$ cat src/rtl/sram_lane_pkg.sv
package sram_lane_pkg;
  localparam int unsigned LANE_W = 8;

  typedef enum logic [2:0] {
    ST_IDLE   = 3'd0,
    ST_TURN   = 3'd1,
    ST_SETUP  = 3'd2,
    ST_ACTIVE = 3'd3,
    ST_HOLD   = 3'd4
  } seq_state_e;
endpackage

$ cat src/rtl/sram_phase_timer.sv
module sram_phase_timer #(
  parameter int unsigned PHASE_CYC = 2
) (
  input  logic clk,
  input  logic rst_n,
  input  logic load,
  output logic last
);
  localparam int unsigned CW = (PHASE_CYC > 1) ? $clog2(PHASE_CYC) : 1;
  localparam logic [CW-1:0] RELOAD = CW'(PHASE_CYC - 1);

  logic [CW-1:0] cnt_q;
  logic [CW-1:0] cnt_d;

  always_comb begin
    cnt_d = cnt_q;
    if (load) begin
      cnt_d = RELOAD;
    end else if (cnt_q != '0) begin
      cnt_d = cnt_q - 1'b1;
    end
  end

  always_ff @(posedge clk or negedge rst_n) begin
    if (!rst_n) begin
      cnt_q <= '0;
    end else begin
      cnt_q <= cnt_d;
    end
  end

  assign last = (cnt_q == '0);

  // a freshly loaded phase never ends early when it spans more than one cycle
  a_r2_phase_length: assert property (@(posedge clk) disable iff (!rst_n)
    (load && (PHASE_CYC > 1)) |=> !last);
endmodule

$ cat src/rtl/sram_seq_fsm.sv
module sram_seq_fsm
  import sram_lane_pkg::*;
(
  input  logic clk,
  input  logic rst_n,
  input  logic req_valid,
  input  logic req_write,
  input  logic req_zero,
  input  logic phase_last,
  output logic req_ready,
  output logic accept,
  output logic load_timer,
  output logic sample_en,
  output logic strobe_on_d,
  output logic done,
  output logic cs_n,
  output logic we_n,
  output logic oe_n,
  output logic dq_oe
);
  seq_state_e state_q, state_d;
  logic       wr_q, wr_d;
  logic       last_rd_q, last_rd_d;
  logic       done_q, done_d;
  logic       cs_n_q, we_n_q, oe_n_q, dq_oe_q;
  logic       cs_n_d, we_n_d, oe_n_d, dq_oe_d;

  // next-state
  always_comb begin
    state_d    = state_q;
    wr_d       = wr_q;
    last_rd_d  = last_rd_q;
    done_d     = 1'b0;
    accept     = 1'b0;
    load_timer = 1'b0;
    unique case (state_q)
      ST_IDLE: begin
        if (req_valid) begin
          accept = 1'b1;
          wr_d   = req_write;
          if (req_zero) begin
            done_d = 1'b1;
          end else if (req_write && last_rd_q) begin
            state_d = ST_TURN;
          end else begin
            state_d    = ST_SETUP;
            load_timer = 1'b1;
          end
        end
      end
      ST_TURN: begin
        state_d    = ST_SETUP;
        load_timer = 1'b1;
      end
      ST_SETUP: begin
        if (phase_last) begin
          state_d    = ST_ACTIVE;
          load_timer = 1'b1;
        end
      end
      ST_ACTIVE: begin
        if (phase_last) begin
          state_d    = ST_HOLD;
          load_timer = 1'b1;
        end
      end
      ST_HOLD: begin
        if (phase_last) begin
          state_d   = ST_IDLE;
          done_d    = 1'b1;
          last_rd_d = !wr_q;
        end
      end
      default: state_d = ST_IDLE;
    endcase
  end

  // pin decode from the next state so the pins flip with the state register
  always_comb begin
    strobe_on_d = (state_d == ST_ACTIVE);
    cs_n_d      = !strobe_on_d;
    we_n_d      = !(strobe_on_d && wr_d);
    oe_n_d      = !(strobe_on_d && !wr_d);
    dq_oe_d     = wr_d && ((state_d == ST_SETUP) || (state_d == ST_ACTIVE) ||
                           (state_d == ST_HOLD));
  end

  always_ff @(posedge clk or negedge rst_n) begin
    if (!rst_n) begin
      state_q   <= ST_IDLE;
      wr_q      <= 1'b0;
      last_rd_q <= 1'b0;
      done_q    <= 1'b0;
      cs_n_q    <= 1'b1;
      we_n_q    <= 1'b1;
      oe_n_q    <= 1'b1;
      dq_oe_q   <= 1'b0;
    end else begin
      state_q   <= state_d;
      wr_q      <= wr_d;
      last_rd_q <= last_rd_d;
      done_q    <= done_d;
      cs_n_q    <= cs_n_d;
      we_n_q    <= we_n_d;
      oe_n_q    <= oe_n_d;
      dq_oe_q   <= dq_oe_d;
    end
  end

  assign req_ready = (state_q == ST_IDLE);
  assign sample_en = (state_q == ST_ACTIVE) && phase_last && !wr_q;
  assign done      = done_q;
  assign cs_n      = cs_n_q;
  assign we_n      = we_n_q;
  assign oe_n      = oe_n_q;
  assign dq_oe     = dq_oe_q;

  // the controller and the RAM never drive the bus together
  a_r9_no_contention: assert property (@(posedge clk) disable iff (!rst_n)
    !(dq_oe_q && !oe_n_q));

  // write strobe only inside chip select, output enable kept off
  a_r3_write_strobes: assert property (@(posedge clk) disable iff (!rst_n)
    !we_n_q |-> (oe_n_q && !cs_n_q && dq_oe_q));

  // the turnaround cycle leaves the bus undriven on both sides
  a_r7_turn_quiet: assert property (@(posedge clk) disable iff (!rst_n)
    (state_q == ST_TURN) |-> (oe_n_q && !dq_oe_q && cs_n_q));

  // a completion pulse always lands while the sequencer is idle
  a_r2_done_idle: assert property (@(posedge clk) disable iff (!rst_n)
    done_q |-> req_ready);
endmodule

$ cat src/rtl/sram_lane_dp.sv
module sram_lane_dp
  import sram_lane_pkg::*;
#(
  parameter int unsigned ADDR_W = 18,
  parameter int unsigned DATA_W = 16
) (
  input  logic                         clk,
  input  logic                         rst_n,
  input  logic                         capture,
  input  logic                         strobe_on_d,
  input  logic                         sample_en,
  input  logic [ADDR_W-1:0]            req_addr,
  input  logic [DATA_W-1:0]            req_wdata,
  input  logic [DATA_W/LANE_W-1:0]     req_mask,
  input  logic [DATA_W-1:0]            mem_dq_in,
  output logic [ADDR_W-1:0]            mem_addr,
  output logic [DATA_W-1:0]            mem_dq_out,
  output logic [DATA_W/LANE_W-1:0]     mem_be_n,
  output logic [DATA_W-1:0]            rsp_rdata
);
  localparam int unsigned LANES = DATA_W / LANE_W;

  logic [ADDR_W-1:0] addr_q, addr_d;
  logic [DATA_W-1:0] wdata_q, wdata_d;
  logic [LANES-1:0]  mask_q, mask_d;
  logic [LANES-1:0]  be_n_q, be_n_d;
  logic [DATA_W-1:0] rdata_q, rdata_d;

  always_comb begin
    addr_d  = addr_q;
    wdata_d = wdata_q;
    mask_d  = mask_q;
    if (capture) begin
      addr_d  = req_addr;
      wdata_d = req_wdata;
      mask_d  = req_mask;
    end
    be_n_d = strobe_on_d ? ~mask_d : '1;
  end

  for (genvar ln = 0; ln < LANES; ln++) begin : g_lane
    always_comb begin
      rdata_d[ln*LANE_W +: LANE_W] = rdata_q[ln*LANE_W +: LANE_W];
      if (capture) begin
        rdata_d[ln*LANE_W +: LANE_W] = '0;
      end else if (sample_en) begin
        rdata_d[ln*LANE_W +: LANE_W] = mask_q[ln] ? mem_dq_in[ln*LANE_W +: LANE_W]
                                                   : '0;
      end
    end
  end

  always_ff @(posedge clk or negedge rst_n) begin
    if (!rst_n) begin
      addr_q  <= '0;
      wdata_q <= '0;
      mask_q  <= '0;
      be_n_q  <= '1;
      rdata_q <= '0;
    end else begin
      addr_q  <= addr_d;
      wdata_q <= wdata_d;
      mask_q  <= mask_d;
      be_n_q  <= be_n_d;
      rdata_q <= rdata_d;
    end
  end

  assign mem_addr   = addr_q;
  assign mem_dq_out = wdata_q;
  assign mem_be_n   = be_n_q;
  assign rsp_rdata  = rdata_q;

  // a strobed lane always belongs to the captured mask
  a_r6_lane_in_mask: assert property (@(posedge clk) disable iff (!rst_n)
    ((~be_n_q & ~mask_q) == '0));
endmodule

$ cat src/rtl/sram_lane_ctrl.sv
module sram_lane_ctrl
  import sram_lane_pkg::*;
#(
  parameter int unsigned ADDR_W    = 18,
  parameter int unsigned DATA_W    = 16,
  parameter int unsigned PHASE_CYC = 2
) (
  input  logic                     clk,
  input  logic                     rst_n,
  input  logic                     req_valid,
  output logic                     req_ready,
  input  logic                     req_write,
  input  logic [ADDR_W-1:0]        req_addr,
  input  logic [DATA_W-1:0]        req_wdata,
  input  logic [DATA_W/8-1:0]      req_mask,
  output logic                     rsp_valid,
  output logic [DATA_W-1:0]        rsp_rdata,
  output logic [ADDR_W-1:0]        mem_addr,
  output logic [DATA_W-1:0]        mem_dq_out,
  input  logic [DATA_W-1:0]        mem_dq_in,
  output logic                     mem_dq_oe,
  output logic                     mem_cs_n,
  output logic                     mem_we_n,
  output logic                     mem_oe_n,
  output logic [DATA_W/8-1:0]      mem_be_n
);
  localparam int unsigned LANES = DATA_W / LANE_W;

  // reset: asserted asynchronously, released through two flops
  logic rst_meta_q, rst_sync_n;
  always_ff @(posedge clk or negedge rst_n) begin
    if (!rst_n) begin
      rst_meta_q <= 1'b0;
      rst_sync_n <= 1'b0;
    end else begin
      rst_meta_q <= 1'b1;
      rst_sync_n <= rst_meta_q;
    end
  end

  logic accept, load_timer, phase_last, sample_en, strobe_on_d;
  logic req_zero;
  assign req_zero = (req_mask == '0);

  sram_phase_timer #(.PHASE_CYC(PHASE_CYC)) u_timer (
    .clk   (clk),
    .rst_n (rst_sync_n),
    .load  (load_timer),
    .last  (phase_last)
  );

  sram_seq_fsm u_fsm (
    .clk         (clk),
    .rst_n       (rst_sync_n),
    .req_valid   (req_valid),
    .req_write   (req_write),
    .req_zero    (req_zero),
    .phase_last  (phase_last),
    .req_ready   (req_ready),
    .accept      (accept),
    .load_timer  (load_timer),
    .sample_en   (sample_en),
    .strobe_on_d (strobe_on_d),
    .done        (rsp_valid),
    .cs_n        (mem_cs_n),
    .we_n        (mem_we_n),
    .oe_n        (mem_oe_n),
    .dq_oe       (mem_dq_oe)
  );

  sram_lane_dp #(.ADDR_W(ADDR_W), .DATA_W(DATA_W)) u_dp (
    .clk         (clk),
    .rst_n       (rst_sync_n),
    .capture     (accept),
    .strobe_on_d (strobe_on_d),
    .sample_en   (sample_en),
    .req_addr    (req_addr),
    .req_wdata   (req_wdata),
    .req_mask    (req_mask[LANES-1:0]),
    .mem_dq_in   (mem_dq_in),
    .mem_addr    (mem_addr),
    .mem_dq_out  (mem_dq_out),
    .mem_be_n    (mem_be_n),
    .rsp_rdata   (rsp_rdata)
  );

  // address frozen for the whole access
  a_r4_addr_stable: assert property (@(posedge clk) disable iff (!rst_sync_n)
    (!req_ready && !$past(req_ready)) |-> $stable(mem_addr));

  // write data unchanged while the driver is on
  a_r4_data_stable: assert property (@(posedge clk) disable iff (!rst_sync_n)
    (mem_dq_oe && $past(mem_dq_oe)) |-> $stable(mem_dq_out));

  // a zero-mask request finishes next cycle without chip select
  a_r8_zero_mask: assert property (@(posedge clk) disable iff (!rst_sync_n)
    (req_valid && req_ready && (req_mask == '0)) |=> (rsp_valid && mem_cs_n));

  // chip select never comes without a lane strobe
  a_r6_lane_with_cs: assert property (@(posedge clk) disable iff (!rst_sync_n)
    !mem_cs_n |-> (mem_be_n != '1));
endmodule

$ cat config.mk
export PLATFORM = sky130hd
export DESIGN_NAME = sram_lane_ctrl
export DESIGN_NICKNAME = d
export VERILOG_FILES = /design/src/rtl/sram_lane_pkg.sv /design/src/rtl/sram_phase_timer.sv /design/src/rtl/sram_seq_fsm.sv /design/src/rtl/sram_lane_dp.sv /design/src/rtl/sram_lane_ctrl.sv
export SDC_FILE = /design/constraint.sdc
export NUM_CORES = 1
export LEC_CHECK = 0
export BUFFER_PORTS_ARGS = -buffer_cell sky130_fd_sc_hd__buf_2
export CORE_ASPECT_RATIO = 0.8
export CORE_MARGIN = 2
export CORE_UTILIZATION = 51
export DETAILED_ROUTE_END_ITERATION = 12
export PLACE_DENSITY = 0.84
export SLEW_MARGIN = 10
export SYNTH_ARGS = -nofsm -noshare
export SYNTH_HDL_FRONTEND = slang
export SYNTH_SLANG_ARGS = --single-unit
$ cat constraint.sdc
create_clock -name clk -period 3.28 [get_ports clk]
set_input_delay 0.656 -clock clk [delete_from_list [all_inputs] [get_ports clk]]
set_output_delay 0.656 -clock clk [all_outputs]
set_load 0.02 [all_outputs]
==> impl_metrics.py, run 1 <==
metrics = {
    "run_status": {
        "outcome": "finished clean",
    },
    "cts": {
        "clkSinkCount": 67,
        "cts_tree": "built",
        "hold_buffers": 0,
        "cts_made_buffers": 9,
        "clock-root-buffer": "clkbuf_8",
        "path_clk_slew_ns": 0.06,
        "cts_max_path_buffers": 2,
        "cts_setup_buffers": 0,
        "cts_max_level": 3,
        "clock_latency_ns": 0.33,
        "cts_resized": 0,
    },
    "critical_path": {
        "path_cells": "or4b_4 > mux2i_4 > a21oi_1",
        "path_class": "flip-flop to flip-flop",
        "cp_max_fo": 52,
        "endpoint_kind": "flip-flop",
        "crit_slowest_cell": "or4b_4",
        "path_buf_inv": 0,
        "required_ns": 3.53,
        "cp_top_family": "simple AND/OR/NAND/NOR gates",
        "regToRegSetupSlack_ns": 1.34,
        "startpoint_type": "flip-flop",
        "rr_endpoint": "u_fsm.dq_oe",
        "reg2reg_depth": 3,
        "cp.arrival_ns": 2.19,
        "cpPeakStageDelay_ns": 0.87,
        "timing.rr.start": "u_fsm.state_q[2]",
    },
    "global_route": {
        "grt_pass1_wl_um": 10300,
        "antenna_found_initial": 0,
        "grt_overflow_total": 0,
        "grtUsageTotal": 0.224,
        "grt_pass1_vias": 2203,
        "grt_max_degree": 53,
    },
    "power": {
        "finalPower_uw": 3280,
        "power_leakage_uw": 0.00191,
        "peakVddDrop_v": 0.000549,
        "power.density_nw_per_um2": 950,
    },
    "timing": {
        "fin_tns_setup_ns": 0,
        "fmax_ghz": 0.515,
        "fin_worst_skew_ns": 0.00968,
        "maxSlewHeadroom": 0.384,
        "post-route-period-util": 0.591,
        "whs_ns": 0.0977,
        "setup_viol_count_final": 0,
        "hold_viol": 0,
        "worst_slew_pin_slew_ns": 0.924,
        "post-route-min-period_ns": 1.94,
        "final_max_slew_viol_count": 0,
        "rsz0062_at_grt": "false",
    },
    "route": {
        "drc": 0,
        "wl_per_cell_um": 13.8,
        "dr_total_vias": 2265,
        "viasPerCell": 5.07,
        "routed_wl_um": 6180,
        "firstDrtPassIters": 4,
        "detail-route-antenna-nets": 0,
        "drt_iter0_markers": 88,
    },
    "yosys": {
        "synth_warnings": 0,
        "ys_seq_area_frac": 0.622,
        "netlist_instances": 273,
        "yosysTopAreaCell": "dfrtp_1",
        "synth_top_cells_by_area": "dfrtp_1 (57%), nand2_1 (17%), dfstp_2 (4.9%)",
        "syn_area_per_cell_um2": 9.91,
        "synth_fp_nets": 329,
        "netlist.area_leader.share": 0.574,
        "synth_cell_types": 32,
        "synth_area_um2": 2710,
        "synth_seq_cells": 67,
    },
    "hold_path": {
        "hp-class": "input port to asynchronous set/reset pin",
    },
    "cells_and_area": {
        "fillCellCount": 411,
        "ff_latch_area_um2": 1680,
        "final_cells": 447,
        "antennaDiodeCount": 0,
        "nets": 436,
        "final_common_cell": "nand2_1",
        "postLayoutCoreUtil": 0.682,
        "mostFrequentLayoutCells": "nand2_1 (124), buf_2 (113), dfrtp_1 (61)",
        "drive_above_1_share": 0.369,
        "multi_input_comb_area_um2": 887,
        "synthToLayoutAreaGrowth_pct": 27.8,
    },
    "floorplan": {
        "start_util": 0.534,
        "core_area_um2": 5060,
        "die_h_um": 69.1,
        "num_rows": 23,
        "io_pins": 114,
        "die_w_um": 85.4,
        "die-area_um2": 5910,
    },
    "flow_run": {
        "drv_cap": 0,
    },
    "place": {
        "place_hpwl_um": 4200,
        "port_buffers": 113,
        "gp_congestion": 0.805,
        "dp_cells": 431,
    },
}
[logic make-up after synthesis]
| family | synth area share |
|---|---|
| AO/OA/AOI/OAI | 0.0944 |
| other | 0.00139 |
| flip-flops | 0.622 |
| buffers and inverters | 0.0500 |
| XOR/XNOR | 0.00324 |
| AND/OR/NAND/NOR | 0.212 |
| multiplexers | 0.0167 |
[routing by layer]
metal / global-route usage / wire length [um]
met5: 0 / 0
met4: 0.0670 / 34
met3: 0.0898 / 540
met2: 0.345 / 2890
met1: 0.293 / 2720
[final cells by class]
cell class | count | share of cell area
inverter | 3 | 0.00326
timing repair buffer | 116 | 0.170
clock inverter | 2 | 0.0101
multi-input combinational | 183 | 0.257
sequential | 67 | 0.487
clock buffer | 14 | 0.0500
tap | 62 | 0.0224
[sequential cells by signal, indices dropped and copies added (netlist names), 2 cells and up]
signal / cells
u_dp.mem_be_n: 2
u_fsm.state_q: 3
u_dp.mem_dq_out: 16
u_dp.mem_addr: 18
u_dp.mask_q: 2
u_dp.rsp_rdata: 16
[worst reg2reg max path, cell delays in order, from the launching register on]
cell,delay (ns)
dfrtp_1,0.50
or4b_4,0.87
mux2i_4,0.31
a21oi_1,0.18
[worst max path at each step]
stage                     startpoint             end  slack, ns  depth (start not counted)
floorplan                 rst_sync_n  u_dp.mask_q[0]       1.28                          0
global placement           req_valid      u_fsm.we_n       1.22                          5
detailed placement         req_valid      u_fsm.we_n       1.20                          5
CTS                 u_fsm.state_q[2]       req_ready       1.34                          2
global route        u_fsm.state_q[2]     u_fsm.dq_oe       1.27                          3
finish              u_fsm.state_q[2]     u_fsm.dq_oe       1.34                          3
[per-stage QoR]
step | cell area (um2) | setup slack [ns]
floorplan | 2710 | 1.28
global placement | 3250 | 1.22
detailed placement | 3250 | 1.20
CTS | 3460 | 1.34
global route | 3460 | 1.27
finish | 3460 | 1.34
[where the power goes]
group	internal (uW)	switching [uW]	leakage, uW
logic	415	767	0.000960
clock network	413	287	0.000107
registers	1140	263	0.000844
total	1960	1320	0.00191
[Yosys cell counts (all sizes together)]
master,n
nand4bb,1
dfstp,5
nand2,124
nor3b,1
a22o,1
nor3,1
nor2,4
or2,1
nor2b,1
inv,3
a31oi,1
o21ai,16
conb,1
clkbuf,7
or4b,1
mux2i,1
dfrtp,62
nand3,1
buf,13
a21o,1
a2bb2oi,2
xor2,1
mux2,2
and2,1
nor4b,2
o211ai,16
a21oi,3
Note: power is estimated with default switching activity, not from simulation.
==> run 2: changes to the inputs <==
--- a/config.mk
+++ b/config.mk
@@ -8,9 +8,9 @@
 export BUFFER_PORTS_ARGS = -buffer_cell sky130_fd_sc_hd__buf_2
 export CORE_ASPECT_RATIO = 0.8
 export CORE_MARGIN = 2
-export CORE_UTILIZATION = 51
+export CORE_UTILIZATION = 43
 export DETAILED_ROUTE_END_ITERATION = 12
-export PLACE_DENSITY = 0.84
+export PLACE_DENSITY = 0.76
 export SLEW_MARGIN = 10
 export SYNTH_ARGS = -nofsm -noshare
 export SYNTH_HDL_FRONTEND = slang
==> constraint.sdc (replaced) <==
create_clock -name clk -period 1.6 [get_ports clk]
set_input_delay 0.32 -clock clk [delete_from_list [all_inputs] [get_ports clk]]
set_output_delay 0.32 -clock clk [all_outputs]
set_load 0.02 [all_outputs]
==> impl_metrics.py, run 2 (synthesis results as in run 1) <==
metrics = {
    "critical_path": {
        "timing.rr.start": "u_fsm.state_q[0]",
        "crit_cells": 3,
        "required_ns": 1.28,
        "path_cells": "buf_6 > nor3_4 > buf_6",
        "path_buf_inv": 2,
        "cp.arrival_ns": 1.23,
        "startpoint_type": "flip-flop",
        "cp_max_fo": 7,
        "crit_slowest_cell": "dfrtp_1",
        "path_class": "flip-flop to output pin",
        "cpPeakStageDelay_ns": 0.41,
        "rr_endpoint": "u_dp.rsp_rdata[10]",
        "cp_top_family": "flip-flops",
        "regToRegSetupSlack_ns": 0.09,
        "reg2reg_depth": 4,
        "endpoint_kind": "output pin",
        "cp_common_cell": "buf_6",
    },
    "floorplan": {
        "num_rows": 25,
        "die-area_um2": 6950,
        "io_pins": 114,
        "core_area_um2": 6010,
        "die_w_um": 92.7,
        "start_util": 0.450,
        "die_h_um": 74.9,
    },
    "place": {
        "place_hpwl_um": 4400,
        "port_buffers": 113,
        "gp_congestion": 0.769,
    },
    "global_route": {
        "grt_pass1_wl_um": 9990,
        "grt_max_degree": 45,
        "antenna_found_initial": 0,
        "grtUsageTotal": 0.187,
        "grt_pass1_vias": 2133,
        "grt_overflow_total": 0,
    },
    "cells_and_area": {
        "largest_register_ffs": 18,
        "fillCellCount": 522,
        "synthToLayoutAreaGrowth_pct": 35.7,
        "final_common_cell": "nand2_1",
        "drive_above_1_share": 0.408,
        "antennaDiodeCount": 0,
        "nets": 455,
        "mostFrequentLayoutCells": "nand2_1 (124), buf_2 (112), dfrtp_1 (60)",
    },
    "hold_path": {
        "hp-class": "input port to flip-flop",
        "whs_path_depth": 3,
        "holdCritStartpoint": "req_addr[8]",
        "min_to": "u_dp.mem_addr[8]",
    },
    "route": {
        "drc": 0,
        "viasPerCell": 4.81,
        "highest_layer": "met4",
        "detail-route-antenna-nets": 0,
        "dr_total_vias": 2333,
        "wl_met2_um": 3130,
        "routed_wl_um": 6690,
        "wl_per_cell_um": 13.8,
        "route.met3.wl_um": 397,
        "firstDrtPassIters": 4,
        "met1Wirelength_um": 3070,
        "drt_iter0_markers": 185,
    },
    "timing": {
        "whs_ns": 0.166,
        "final_max_slew_viol_count": 0,
        "post-route-period-util": 0.970,
        "setup_viol_count_final": 0,
        "fin_worst_skew_ns": 0.00707,
        "worst_slew_pin_slew_ns": 0.546,
        "fmax_ghz": 0.644,
        "fin_tns_setup_ns": 0,
        "maxSlewHeadroom": 0.636,
        "hold_viol": 0,
        "post-route-min-period_ns": 1.55,
    },
    "cts": {
        "clock-root-buffer": "clkbuf_8",
        "cts_made_buffers": 9,
        "path_clk_slew_ns": 0.07,
        "cts_max_path_buffers": 2,
        "clock_latency_ns": 0.34,
        "cts_max_level": 3,
        "clkSinkCount": 67,
        "cts_tree": "built",
    },
    "run_status": {
        "outcome": "finished clean",
    },
    "flow_run": {
        "drv_cap": 0,
    },
    "power": {
        "power_leakage_uw": 0.00200,
        "peakVddDrop_v": 0.000893,
        "power.density_nw_per_um2": 1920,
    },
}
## run 2: per-stage QoR
step / total power, uW / util / worst slack (ns) / std cells / cell area [um2]
2_1_floorplan: 4540 / - / 0.0284 / 273 / 2710
5_1_grt: 7520 / 0.611 / -0.0107 / 485 / 3670
3_3_place_gp: 5380 / 0.556 / -0.0110 / 459 / 3340
3_5_place_dp: 5460 / 0.556 / -0.0455 / 459 / 3340
6_report: 7050 / 0.611 / 0.0473 / 485 / 3670
4_1_cts: 6850 / 0.591 / 0.00847 / 476 / 3550
## run 2: area by class of cell
cell class	count	area, um2	share of cell area
Sequential cell	67	1690	0.459
Multi-Input combinational cell	185	928	0.253
Timing Repair Buffer	133	752	0.205
Clock buffer	9	124	0.0337
Tap cell	81	101	0.0276
Clock inverter	7	68.8	0.0187
Inverter	3	11.3	0.00307
## run 2: worst reg2reg max path, cell delays in order, from the launching register on
cell,delay (ns)
dfrtp_1,0.41
or4b_4,0.64
buf_4,0.18
o211ai_1,0.08
o21ai_0,0.10
## run 2: repair_timing
action | CTS | global route
pin swaps | 0 | 2
endpoints found under the hold margin | 2 | 0
hold buffers | 1 | 0
gates resized for setup | 2 | 16
setup buffers | 0 | 7
cloned | 0 | 2
endpoints found under the setup margin | 35 | 41
## run 2: layer usage
layer | track usage | vias to the layer above
met5 | 0 | -
met4 | 0.0768 | 0
met3 | 0.0490 | 8
met2 | 0.303 | 82
met1 | 0.245 | 1105
li1 | - | 1138
## run 2: worst max path at each step
| stage | start | end |
|---|---|---|
| CTS | u_fsm.state_q[2] | req_ready |
| global placement | u_fsm.state_q[2] | u_dp.mem_addr[11] |
| floorplan | u_fsm.state_q[2] | u_dp.rsp_rdata[0] |
| global route | u_fsm.state_q[1] | req_ready |
| finish | u_fsm.state_q[0] | req_ready |
| detailed placement | u_fsm.state_q[2] | u_dp.mem_addr[6] |
## run 2: power breakdown
part | switching, uW | leakage (uW) | internal (uW)
clock network | 640 | 0.0000950 | 713
logic | 1860 | 0.00106 | 1130
registers | 374 | 0.000843 | 2330
==> run 3: changes to the inputs <==
--- a/config.mk
+++ b/config.mk
@@ -8,9 +8,11 @@
 export BUFFER_PORTS_ARGS = -buffer_cell sky130_fd_sc_hd__buf_2
 export CORE_ASPECT_RATIO = 0.8
 export CORE_MARGIN = 2
-export CORE_UTILIZATION = 43
+export CORE_UTILIZATION = 44
+export CTS_BUF_LIST = sky130_fd_sc_hd__clkbuf_8
 export DETAILED_ROUTE_END_ITERATION = 12
-export PLACE_DENSITY = 0.76
+export PLACE_DENSITY = 0.77
+export SETUP_SLACK_MARGIN = 0.4
 export SLEW_MARGIN = 10
 export SYNTH_ARGS = -nofsm -noshare
 export SYNTH_HDL_FRONTEND = slang
==> impl_metrics.py, run 3 (synthesis results as in run 1) <==
metrics = {
    "run_status": {
        "outcome": "finished clean",
    },
    "power": {
        "power_leakage_uw": 0.00226,
        "netSwitchingFraction": 0.386,
        "p_int_uw": 5100,
        "peakVddDrop_v": 0.00101,
        "power_frac_seq": 0.345,
        "clkPwrFrac": 0.150,
        "combPwrFrac": 0.506,
        "power.density_nw_per_um2": 1930,
        "power.switching_uw": 3210,
    },
    "flow_run": {
        "drv_cap": 0,
    },
    "cells_and_area": {
        "final_common_cell": "nand2_1",
        "mostFrequentLayoutCells": "nand2_1 (121), buf_6 (65), dfrtp_1 (60)",
        "antennaDiodeCount": 0,
        "synthToLayoutAreaGrowth_pct": 59.3,
        "largest_register_ffs": 18,
        "nets": 481,
        "drive_above_1_share": 0.465,
    },
    "critical_path": {
        "reg2reg_depth": 5,
        "required_ns": 1.28,
        "regToRegSetupSlack_ns": 0.03,
        "path_class": "flip-flop to output pin",
        "cp_max_fo": 7,
        "rr_endpoint": "u_dp.rsp_rdata[5]",
        "timing.rr.start": "u_fsm.state_q[0]",
        "startpoint_type": "flip-flop",
        "endpoint_kind": "output pin",
        "cp.arrival_ns": 1.26,
    },
    "timing": {
        "setup_viol_count_final": 0,
        "rsz0062_at_grt": "true",
        "final_max_slew_viol_count": 0,
        "post-route-min-period_ns": 1.58,
        "fin_worst_skew_ns": 0.00868,
        "fin_ws_ns": 0.0174,
        "hold_viol": 0,
        "post-route-period-util": 0.989,
        "fmax_ghz": 0.632,
        "fin_tns_setup_ns": 0,
    },
    "route": {
        "wl_per_cell_um": 14.2,
        "viasPerCell": 4.83,
        "firstDrtPassIters": 4,
        "drt_iter0_markers": 92,
        "drc": 0,
        "routed_wl_um": 7270,
        "detail-route-antenna-nets": 0,
        "dr_total_vias": 2467,
    },
    "cts": {
        "cts_max_path_buffers": 2,
        "cts_made_buffers": 9,
        "clock_latency_ns": 0.33,
        "cts_max_level": 3,
        "clock-root-buffer": "clkbuf_8",
        "cts_tree": "built",
        "path_clk_slew_ns": 0.07,
        "clkSinkCount": 67,
    },
    "global_route": {
        "grt_max_degree": 31,
        "grtUsageTotal": 0.209,
        "grt_pass1_vias": 2377,
        "grt_pass1_wl_um": 10900,
        "antenna_found_initial": 0,
        "grt_overflow_total": 0,
    },
    "hold_path": {
        "min_to": "u_dp.mem_addr[16]",
        "whs_path_depth": 3,
        "hp-class": "input port to flip-flop",
        "holdCritStartpoint": "req_addr[16]",
    },
    "place": {
        "place_hpwl_um": 4330,
        "gp_congestion": 0.818,
        "port_buffers": 113,
        "preCtsSetupSlack_ns": 0.0972,
    },
    "floorplan": {
        "die-area_um2": 6800,
        "start_util": 0.458,
        "num_rows": 25,
        "core_area_um2": 5910,
        "io_pins": 114,
        "die_w_um": 91.7,
        "die_h_um": 74.1,
    },
}
[run 3: cell types whose count changed in the layout (fill, tap and decap cells not counted), moves of 3 or more]
cell     before  now
buf_2       112   56
buf_4        14   36
buf_6         5   65
nand2_1     124  121
nand2_2       0    3
o21ai_0      14    0
o21ai_1       2   16
[run 3: power by group through the flow]
stage	Combinational (uW)	Clock, uW	Sequential (uW)
detailed placement	2780	0	2740
global route	4500	1360	2930
CTS	3700	1280	2820
floorplan	1320	0	3280
global placement	2710	0	2730
finish	4210	1240	2860
[run 3: worst max path at each step]
stage,start,end,depth (start not counted),slack (ns)
final,u_fsm.state_q[0],req_ready,3,0.02
after global placement,u_fsm.state_q[1],u_fsm.state_q[0],4,0.13
after floorplan,u_fsm.state_q[1],u_dp.rsp_rdata[0],6,0.05
after detailed placement,u_fsm.state_q[2],u_dp.mem_addr[6],5,0.1
after CTS,u_fsm.state_q[0],req_ready,3,0.02
after global routing,u_fsm.state_q[0],req_ready,3,-0.03
[run 3: repair_timing]
action                                  4_1_cts  5_1_grt
pin swaps                                     2       17
endpoints found under the setup margin      113      121
gates resized for setup                     107       35
endpoints found under the hold margin         2        0
hold buffers                                  1        0
setup buffers                                19       16
[run 3: metrics by stage]
stage,total power (uW),cells,util,area (um2),hold WS [ns]
detailed placement,5520,459,0.571,3380,0.109
CTS,7790,495,0.686,4050,0.160
global placement,5440,459,0.571,3380,0.106
global route,8800,511,0.729,4310,0.157
finish,8310,511,0.729,4310,0.178
floorplan,4600,273,-,2720,0.0244
[run 3: final cells by class]
cell class / instances / area [um2]
clock buffer: 11 / 151
clock inverter: 5 / 28.8
fill: 439 / 1600
inverter: 3 / 11.3
multi-input combinational: 183 / 982
sequential: 67 / 1690
tap: 81 / 101
timing repair buffer: 161 / 1350
[run 3: routing by layer]
layer / global-route usage / vias to the layer above / share of wire
li1: - / 1185 / -
met1: 0.255 / 1183 / 0.40
met2: 0.353 / 85 / 0.52
met3: 0.0638 / 14 / 0.057
met4: 0.0909 / 0 / 0.021
met5: 0 / - / 0
[run 3: worst max-delay path: stages, from the launching register on]
cell and delay [ns]:
dfrtp_1 0.40, buf_4 0.19, nor3_4 0.20, buf_6 0.14
